--- src/rtl/irq_offload_resolver.sv ---
module irq_offload_resolver #(
  parameter int NSRC = 16,
  parameter int VW = 16,
  parameter int AW = 24,
  parameter logic [AW-1:0] VEC_BASE = 24'hFF0000,
  localparam int IW = $clog2(NSRC)
) (
  input  logic            clk,
  input  logic            rst_n,
  input  logic [NSRC-1:0] req_set,
  input  logic            gie,
  input  logic            ofl_en,
  input  logic            cfg_we,
  input  logic [1:0]      cfg_sel,
  input  logic [NSRC-1:0] cfg_wdata,
  output logic [NSRC-1:0] pend_o,
  output logic [NSRC-1:0] mask_o,
  output logic [NSRC-1:0] sel_o,
  output logic [NSRC-1:0] hback_o,
  output logic            std_req,
  input  logic            std_ack,
  output logic [IW-1:0]   vec_idx,
  input  logic [VW-1:0]   vec_data,
  output logic [AW-1:0]   svc_addr,
  output logic            ofl_req,
  input  logic            ofl_ack,
  output logic [IW-1:0]   ofl_idx,
  input  logic            ofl_done
);

  localparam logic [NSRC-1:0] FIX_EN = {4'hF, {(NSRC-4){1'b0}}};
  localparam logic [NSRC-1:0] NO_OFL = {2'b11, {(NSRC-2){1'b0}}};

  typedef enum logic [1:0] {OFL_IDLE, OFL_REQ, OFL_RUN} ofl_st_t;

  logic [NSRC-1:0] pend_q, mask_q, sel_q, hback_q;
  logic [NSRC-1:0] en, sel_eff, ofl_cand, std_cand;
  logic [NSRC-1:0] clr_p, clr_h, set_h;
  logic            std_v;
  logic [IW-1:0]   std_idx_q, ofl_idx_q;
  ofl_st_t         ofl_st;
  logic            std_take, ofl_take, std_acc, ofl_acc;

  function automatic logic [IW-1:0] top_idx(input logic [NSRC-1:0] v);
    logic [IW-1:0] r;
    r = '0;
    for (int i = 0; i < NSRC; i++)
      if (v[i]) r = IW'(i);
    return r;
  endfunction

  assign en       = mask_q | FIX_EN;
  assign sel_eff  = sel_q & ~NO_OFL;
  assign ofl_cand = ofl_en ? (pend_q & en & sel_eff) : '0;
  assign std_cand = (pend_q & en & ~sel_eff) | hback_q;

  assign ofl_take = (ofl_st == OFL_IDLE) && (|ofl_cand);
  assign std_take = !std_v && gie && (|std_cand) && (ofl_st == OFL_IDLE) && !(|ofl_cand);
  assign std_acc  = std_v && std_ack;
  assign ofl_acc  = (ofl_st == OFL_REQ) && ofl_ack;

  assign clr_p = (std_acc ? (NSRC'(1) << std_idx_q) : '0) |
                 (ofl_acc ? (NSRC'(1) << ofl_idx_q) : '0);
  assign clr_h = std_acc ? (NSRC'(1) << std_idx_q) : '0;
  assign set_h = ((ofl_st == OFL_RUN) && ofl_done) ? (NSRC'(1) << ofl_idx_q) : '0;

  always_ff @(posedge clk) begin
    if (!rst_n) begin
      pend_q    <= '0;
      mask_q    <= '0;
      sel_q     <= '0;
      hback_q   <= '0;
      std_v     <= 1'b0;
      std_idx_q <= '0;
      ofl_idx_q <= '0;
      ofl_st    <= OFL_IDLE;
    end else begin
      pend_q <= (pend_q & ~clr_p) | req_set;

      if (cfg_we && cfg_sel == 2'd0) mask_q <= cfg_wdata;

      if (cfg_we && cfg_sel == 2'd1) sel_q <= cfg_wdata;
      else                           sel_q <= sel_q & ~set_h;

      if (cfg_we && cfg_sel == 2'd2) hback_q <= cfg_wdata;
      else                           hback_q <= (hback_q & ~clr_h) | set_h;

      case (ofl_st)
        OFL_IDLE: if (ofl_take) begin
          ofl_idx_q <= top_idx(ofl_cand);
          ofl_st    <= OFL_REQ;
        end
        OFL_REQ:  if (ofl_ack)  ofl_st <= OFL_RUN;
        OFL_RUN:  if (ofl_done) ofl_st <= OFL_IDLE;
        default:  ofl_st <= OFL_IDLE;
      endcase

      if (std_acc) std_v <= 1'b0;
      else if (std_take) begin
        std_v     <= 1'b1;
        std_idx_q <= top_idx(std_cand);
      end
    end
  end

  assign pend_o   = pend_q;
  assign mask_o   = mask_q;
  assign sel_o    = sel_q;
  assign hback_o  = hback_q;
  assign std_req  = std_v;
  assign vec_idx  = std_idx_q;
  assign svc_addr = VEC_BASE + AW'(vec_data);
  assign ofl_req  = (ofl_st == OFL_REQ);
  assign ofl_idx  = ofl_idx_q;

  AST_STD_HOLD: assert property (@(posedge clk) disable iff (!rst_n)
    std_req && !std_ack |=> std_req && $stable(vec_idx));
  AST_OFL_HOLD: assert property (@(posedge clk) disable iff (!rst_n)
    ofl_req && !ofl_ack |=> ofl_req && $stable(ofl_idx));
  AST_STD_NEEDS_GIE: assert property (@(posedge clk) disable iff (!rst_n)
    $rose(std_req) |-> $past(gie));
  AST_STD_AFTER_OFL: assert property (@(posedge clk) disable iff (!rst_n)
    $rose(std_req) |-> !$past(ofl_req) && $past(ofl_st) == OFL_IDLE);
  AST_NO_OFL_PROTECTED: assert property (@(posedge clk) disable iff (!rst_n)
    ofl_req |-> int'(ofl_idx) < NSRC - 2);
  AST_NO_LOST_EVENT: assert property (@(posedge clk) disable iff (!rst_n)
    |req_set |=> (pend_q & $past(req_set)) == $past(req_set));
  AST_HBACK_CLEARED: assert property (@(posedge clk) disable iff (!rst_n)
    std_req && std_ack && !cfg_we && !ofl_done |=> !hback_q[$past(vec_idx)]);

endmodule

--- config.mk ---
export PLATFORM = sky130hd
export DESIGN_NAME = irq_offload_resolver
export DESIGN_NICKNAME = d
export VERILOG_FILES = /design/src/rtl/irq_offload_resolver.sv
export SDC_FILE = /design/constraint.sdc
export NUM_CORES = 1
export LEC_CHECK = 0
export BUFFER_PORTS_ARGS = -buffer_cell sky130_fd_sc_hd__buf_4
export CAP_MARGIN = 20
export CORE_MARGIN = 10
export CORE_UTILIZATION = 49
export CTS_CLUSTER_DIAMETER = 50
export DETAILED_ROUTE_END_ITERATION = 10
export PLACE_DENSITY = 0.78
export SYNTH_ARGS = -nofsm -noshare
export SYNTH_HDL_FRONTEND = slang
export SYNTH_SLANG_ARGS = --single-unit
--- constraint.sdc ---
create_clock -name clk -period 2.84 [get_ports clk]
set_input_delay 0.142 -clock clk [delete_from_list [all_inputs] [get_ports clk]]
set_output_delay 0.142 -clock clk [all_outputs]
set_load 0.05 [all_outputs]
* Yosys cells after proc, flatten, opt, wreduce, memory -nomap -nowiden
Index checks and enable logic that the tools add are counted.
Cells by class: add/sub/neg operators 1, eq/ne operators 7, shift-type cells 2, multiplexer cells 40, bitwise logic cells 16, reduce and logical (&&, ||, !) cells 21
Operators by type and width (number):
- 4-bit two-way mux | 28
- 16-bit two-way mux | 6
- 16-bit bitwise AND | 5
- 16-bit bitwise OR | 4
- 16-bit NOT | 3
- 16-bit OR reduction | 2
- 1-bit by 4-bit << shifter with 16-bit output (first input constant) | 2
- 17-bit by 17-bit adder with 18-bit output (first input constant) | 1
- 16-bit by 14-bit bitwise AND with 16-bit output | 1
- 14-bit NOT with 16-bit output | 1
- 1-bit logical AND | 11
- 2-bit two-way mux | 3
- 2-bit one-hot mux with 3 select lines | 1
- 2-bit by 1-bit equality test with 1-bit output (second input constant) | 2
- 2-bit equality test (second input constant) | 2
- 2-bit zero test | 2
- 2-bit inequality test (second input constant) | 2
- 2-bit AND reduction | 2
- 3-bit AND reduction | 1
- 1-bit zero test | 2
- 1-bit two-way mux | 2
- 2-bit by 1-bit inequality test with 1-bit output (second input constant) | 1
- 1-bit NOT | 2
- 2-bit OR reduction | 1
Word-level totals: flip-flop bits (word level) 75, bits of input ports 58, output and inout port bits 98, logic and storage cells 95

* Logic depth before layout (Yosys ltp)
depth in word-level cells 18, depth in mapped cells 9, mapped depth without buffers 6

* Worst setup path before layout
Ideal clock, no wire load.
path type flip-flop to flip-flop, from register sel_q[2], in the netlist sel_o[2], to register std_idx_q[0], in the netlist vec_idx[0], library setup time 0.087 ns, data arrival time 2.607 ns, required time 2.753 ns, setup slack 0.145 ns, stages on the path, launching flop included 7, buffers on the path 0, period minus slack after synthesis 2.695 ns, path through dfxtp_1 and3b_1 or4_4 or4_4 o311ai_4 mux2_4 o31ai_1
On the way: longest elaborated chain between the ends 17, elaborated cells between the ends (all ways) 26, those cells by class mux: 15; bitwise: 4; reduce/logical: 7
RTL lines:
- start, declared | line 36 | logic [NSRC-1:0] pend_q, mask_q, sel_q, hback_q;
- start signal, assigned | line 82 | if (cfg_we && cfg_sel == 2'd1) sel_q <= cfg_wdata;
- start signal, assigned | line 83 | else sel_q <= sel_q & ~set_h;
- 14-bit NOT with 16-bit output | line 55 | assign std_cand = (pend_q & en & ~sel_eff) | hback_q;
- 16-bit bitwise AND | line 55
- 16-bit bitwise OR | line 55
- 4-bit two-way mux (14 in series) | line 48 | if (v[i]) r = IW'(i);
- end signal, assigned | line 101 | std_idx_q <= top_idx(std_cand);
- end, declared | line 40 | logic [IW-1:0] std_idx_q, ofl_idx_q;
Parallel ways exist; a longest one is shown, timed or not. A chain may end at the register's enable or synchronous reset.

* Final worst setup path
Ends and elaborated chain as after synthesis.

==> results.ini <==
[route]
drc=0
vias=4135
wirelength_mm=13.58
drtIter0Drc=423
firstDrtPassIters=5
vias_per_cell=5.958
ant_nets=0
wire_per_inst_um=19.57

[power_and_ir_drop]
power_density_nw_per_um2=569.3
ir_drop_mv=0.4054
p_seq_share_pct=41.3
switching_share_pct=30.06
p_int_mw=1.978
comb_power_share_pct=21.0
p_leak_nw=2.071
p_sw_mw=0.8499
p_clk_share_pct=37.6

[clock_tree]
cts.repair.resized=0
root_buffer=clkbuf_8
htree_levels=3
clock-sinks=75
clk_latency_ns=0.35
cts_tree=yes
cts_buffers=9
clk_path_buf_depth=2
clkSlewWorstSetupHoldPaths_ns=0.08

[worst_hold_path]
hold_class=input pin to flop

[grt]
use_met1_pct=26.77
grt_max_degree=78
top_usage_layer=met2
track_usage_pct=22.68
grt_pass1_wl_mm=21.24
grt_overflow=0
gr-usage-met2_pct=37.84
use_met3_pct=8.150
grt_pass1_vias=4001
antenna_found_initial=0

[sta]
rsz0062_at_grt=no
hold_violations=1
fmax_mhz=395.0
fin_crit_sh_pct=89.14
drv_slew=0
slew-limit-headroom_pct=36.57
skew_ns=0.007290
worst_pin_slew_ns=0.9442
min_period_ns=2.532
fin_tns_setup_ns=0
hold_ws_ns=-0.001269
setup_viol=0

[synthesis]
synth_cell_types=47
synth_cells=488
synth_edf_count=0
syn_avg_cell_area_um2=7.876
ys.flop_type=dfxtp_1
synth_seq_cells=75
netlist_area_um2=3844
synth-seq-area-share_pct=39.06
yosysWarnings=0
async_flop_share_pct=0

[floorplan]
die_area_um2=11790
pin_count=156
fp.dieH_um=108.6
core_um2=7687
rows=32
die_x_um=108.6
start_util_pct=50.00

[layout]
area_growth_pct=29.23
final_cell_mix=122 x nand2_1, 122 x buf_4, 75 x dfxtp_1, 36 x a21boi_0, 26 x nand3_1
layout.nets=645
final_area_um2=4967
layout-drive-gt1-share_pct=25.34
n_antenna_cell=0

[run_status]
violations=hold timing
outcome=finished, violations left

[worst_setup_path]
cp.arrival_ns=2.79
worstSetupEndpointType=flop
crit_path_start_kind=flop
cp.required_ns=3.10
critPathKind=flop to flop
worstPathMaxFanout=8

[run]
cap_violations=0

[placement]
numPortBuffers=115
gp_congestion=1.001
hpwl_mm=9.865
dpl_cell_area_um2=4651

==> power by group through the flow <==
stage / combinational, mW / clock [mW] / sequential (mW)
floorplan: 0.269 / 0 / 1.36
global route: 0.630 / 1.11 / 1.18
finish: 0.594 / 1.06 / 1.17
global placement: 0.575 / 0 / 1.19
detailed placement: 0.581 / 0 / 1.19
CTS: 0.590 / 1.07 / 1.17
==> per-layer routing <==
layer  part of all wire [%]  routed length [um]  vias to the layer above
met5                      0                   0                        -
met2                     48                6515                      242
met4                    1.9                 263                        0
met1                     39                5245                     1955
li1                       -                   -                     1907
met3                     11                1557                       31
==> worst max-delay path: stages (launching register included) <==
cell and delay [ns]:
dfxtp_1 0.37, and3b_1 0.22, or4_4 0.49, or4_4 0.54, o311ai_4 0.41, mux2_4 0.34
o31ai_1 0.07
==> synthesized netlist by cell type, types with 2 or more instances <==
library cell    n  area [um^2]
or4_4           2        22.52
o31ai_1         2        15.01
a31oi_1        19        118.9
o21a_1         17        127.6
and4_1          2        17.52
dfxtp_1        75         1501
a21oi_1        17        85.08
o311a_1         3        30.03
nor2b_1         9        56.30
nor2_1         11        41.29
nor3b_1         6        45.04
inv_1           5        18.77
and3b_1         9        78.83
nand2b_1        8        50.05
a21bo_2         2        20.02
clkbuf_1       22        82.58
nand3b_1        3        22.52
o21ai_0        19        95.09
buf_4          24        180.2
nand4_1        16        100.1
nand2_1       122        457.9
a21boi_0       36        270.3
or3b_2          2        17.52
nor4_1          6        37.54
nand3_1        26        130.1
nor3_1          4        20.02
==> final timing paths <==
check | slack, ns | start | depth (start not counted) | endpoint
max | 0.31 | sel_o[2] | 6 | vec_idx[0]
min reg2reg | 0.47 | mask_o[13] | 2 | mask_o[13]
min | -0.001 | req_set[1] | 2 | pend_o[1]
max reg2reg | 0.31 | sel_o[2] | 6 | vec_idx[0]
==> cell families after synthesis <==
kind of cell / count (synthesis) / synth area share (%)
AOI/OAI and AO/OA: 127 / 23.11
buffers and inverters: 52 / 7.454
muxes: 2 / 0.6835
DFF: 75 / 39.06
and+or+nand+nor: 231 / 29.59
other: 1 / 0.09756
==> registers in the layout, indices dropped and copies added (netlist names) <==
name / count
mask_o: 16
hback_o: 16
pend_o: 16
vec_idx: 4
ofl_idx: 4
std_req: 1
sel_o: 16
ofl_st: 2
==> area by class of cell <==
class / instances / area (um^2)
Clock buffer: 11 / 131.4
Timing Repair Buffer: 128 / 975.9
Multi-Input combinational cell: 368 / 2087
Clock inverter: 5 / 125.1
Inverter: 5 / 18.77
Fill cell: 651 / 2720
Sequential cell: 75 / 1501
Tap cell: 102 / 127.6
==> what timing repair did <==
action | 4_1_cts | 5_1_grt
setup buffers | 0 | 0
endpoints found under the setup margin | 0 | 0
hold buffers | 6 | 0
endpoints found under the hold margin | 6 | 0
==> metrics by stage <==
step	total power, mW	setup WS [ns]	instances	hold WS (ns)	utilization, %
floorplan	1.627	0.1453	495	0.2658	-
global placement	1.762	0.4276	672	0.2843	60.50
detailed placement	1.771	0.3523	672	0.2843	60.50
CTS	2.825	0.3301	694	0.001654	64.62
global route	2.921	0.2380	694	0.003225	64.62
finish	2.828	0.3085	694	-0.001269	64.62
Power figures use the tool's default switching activity.
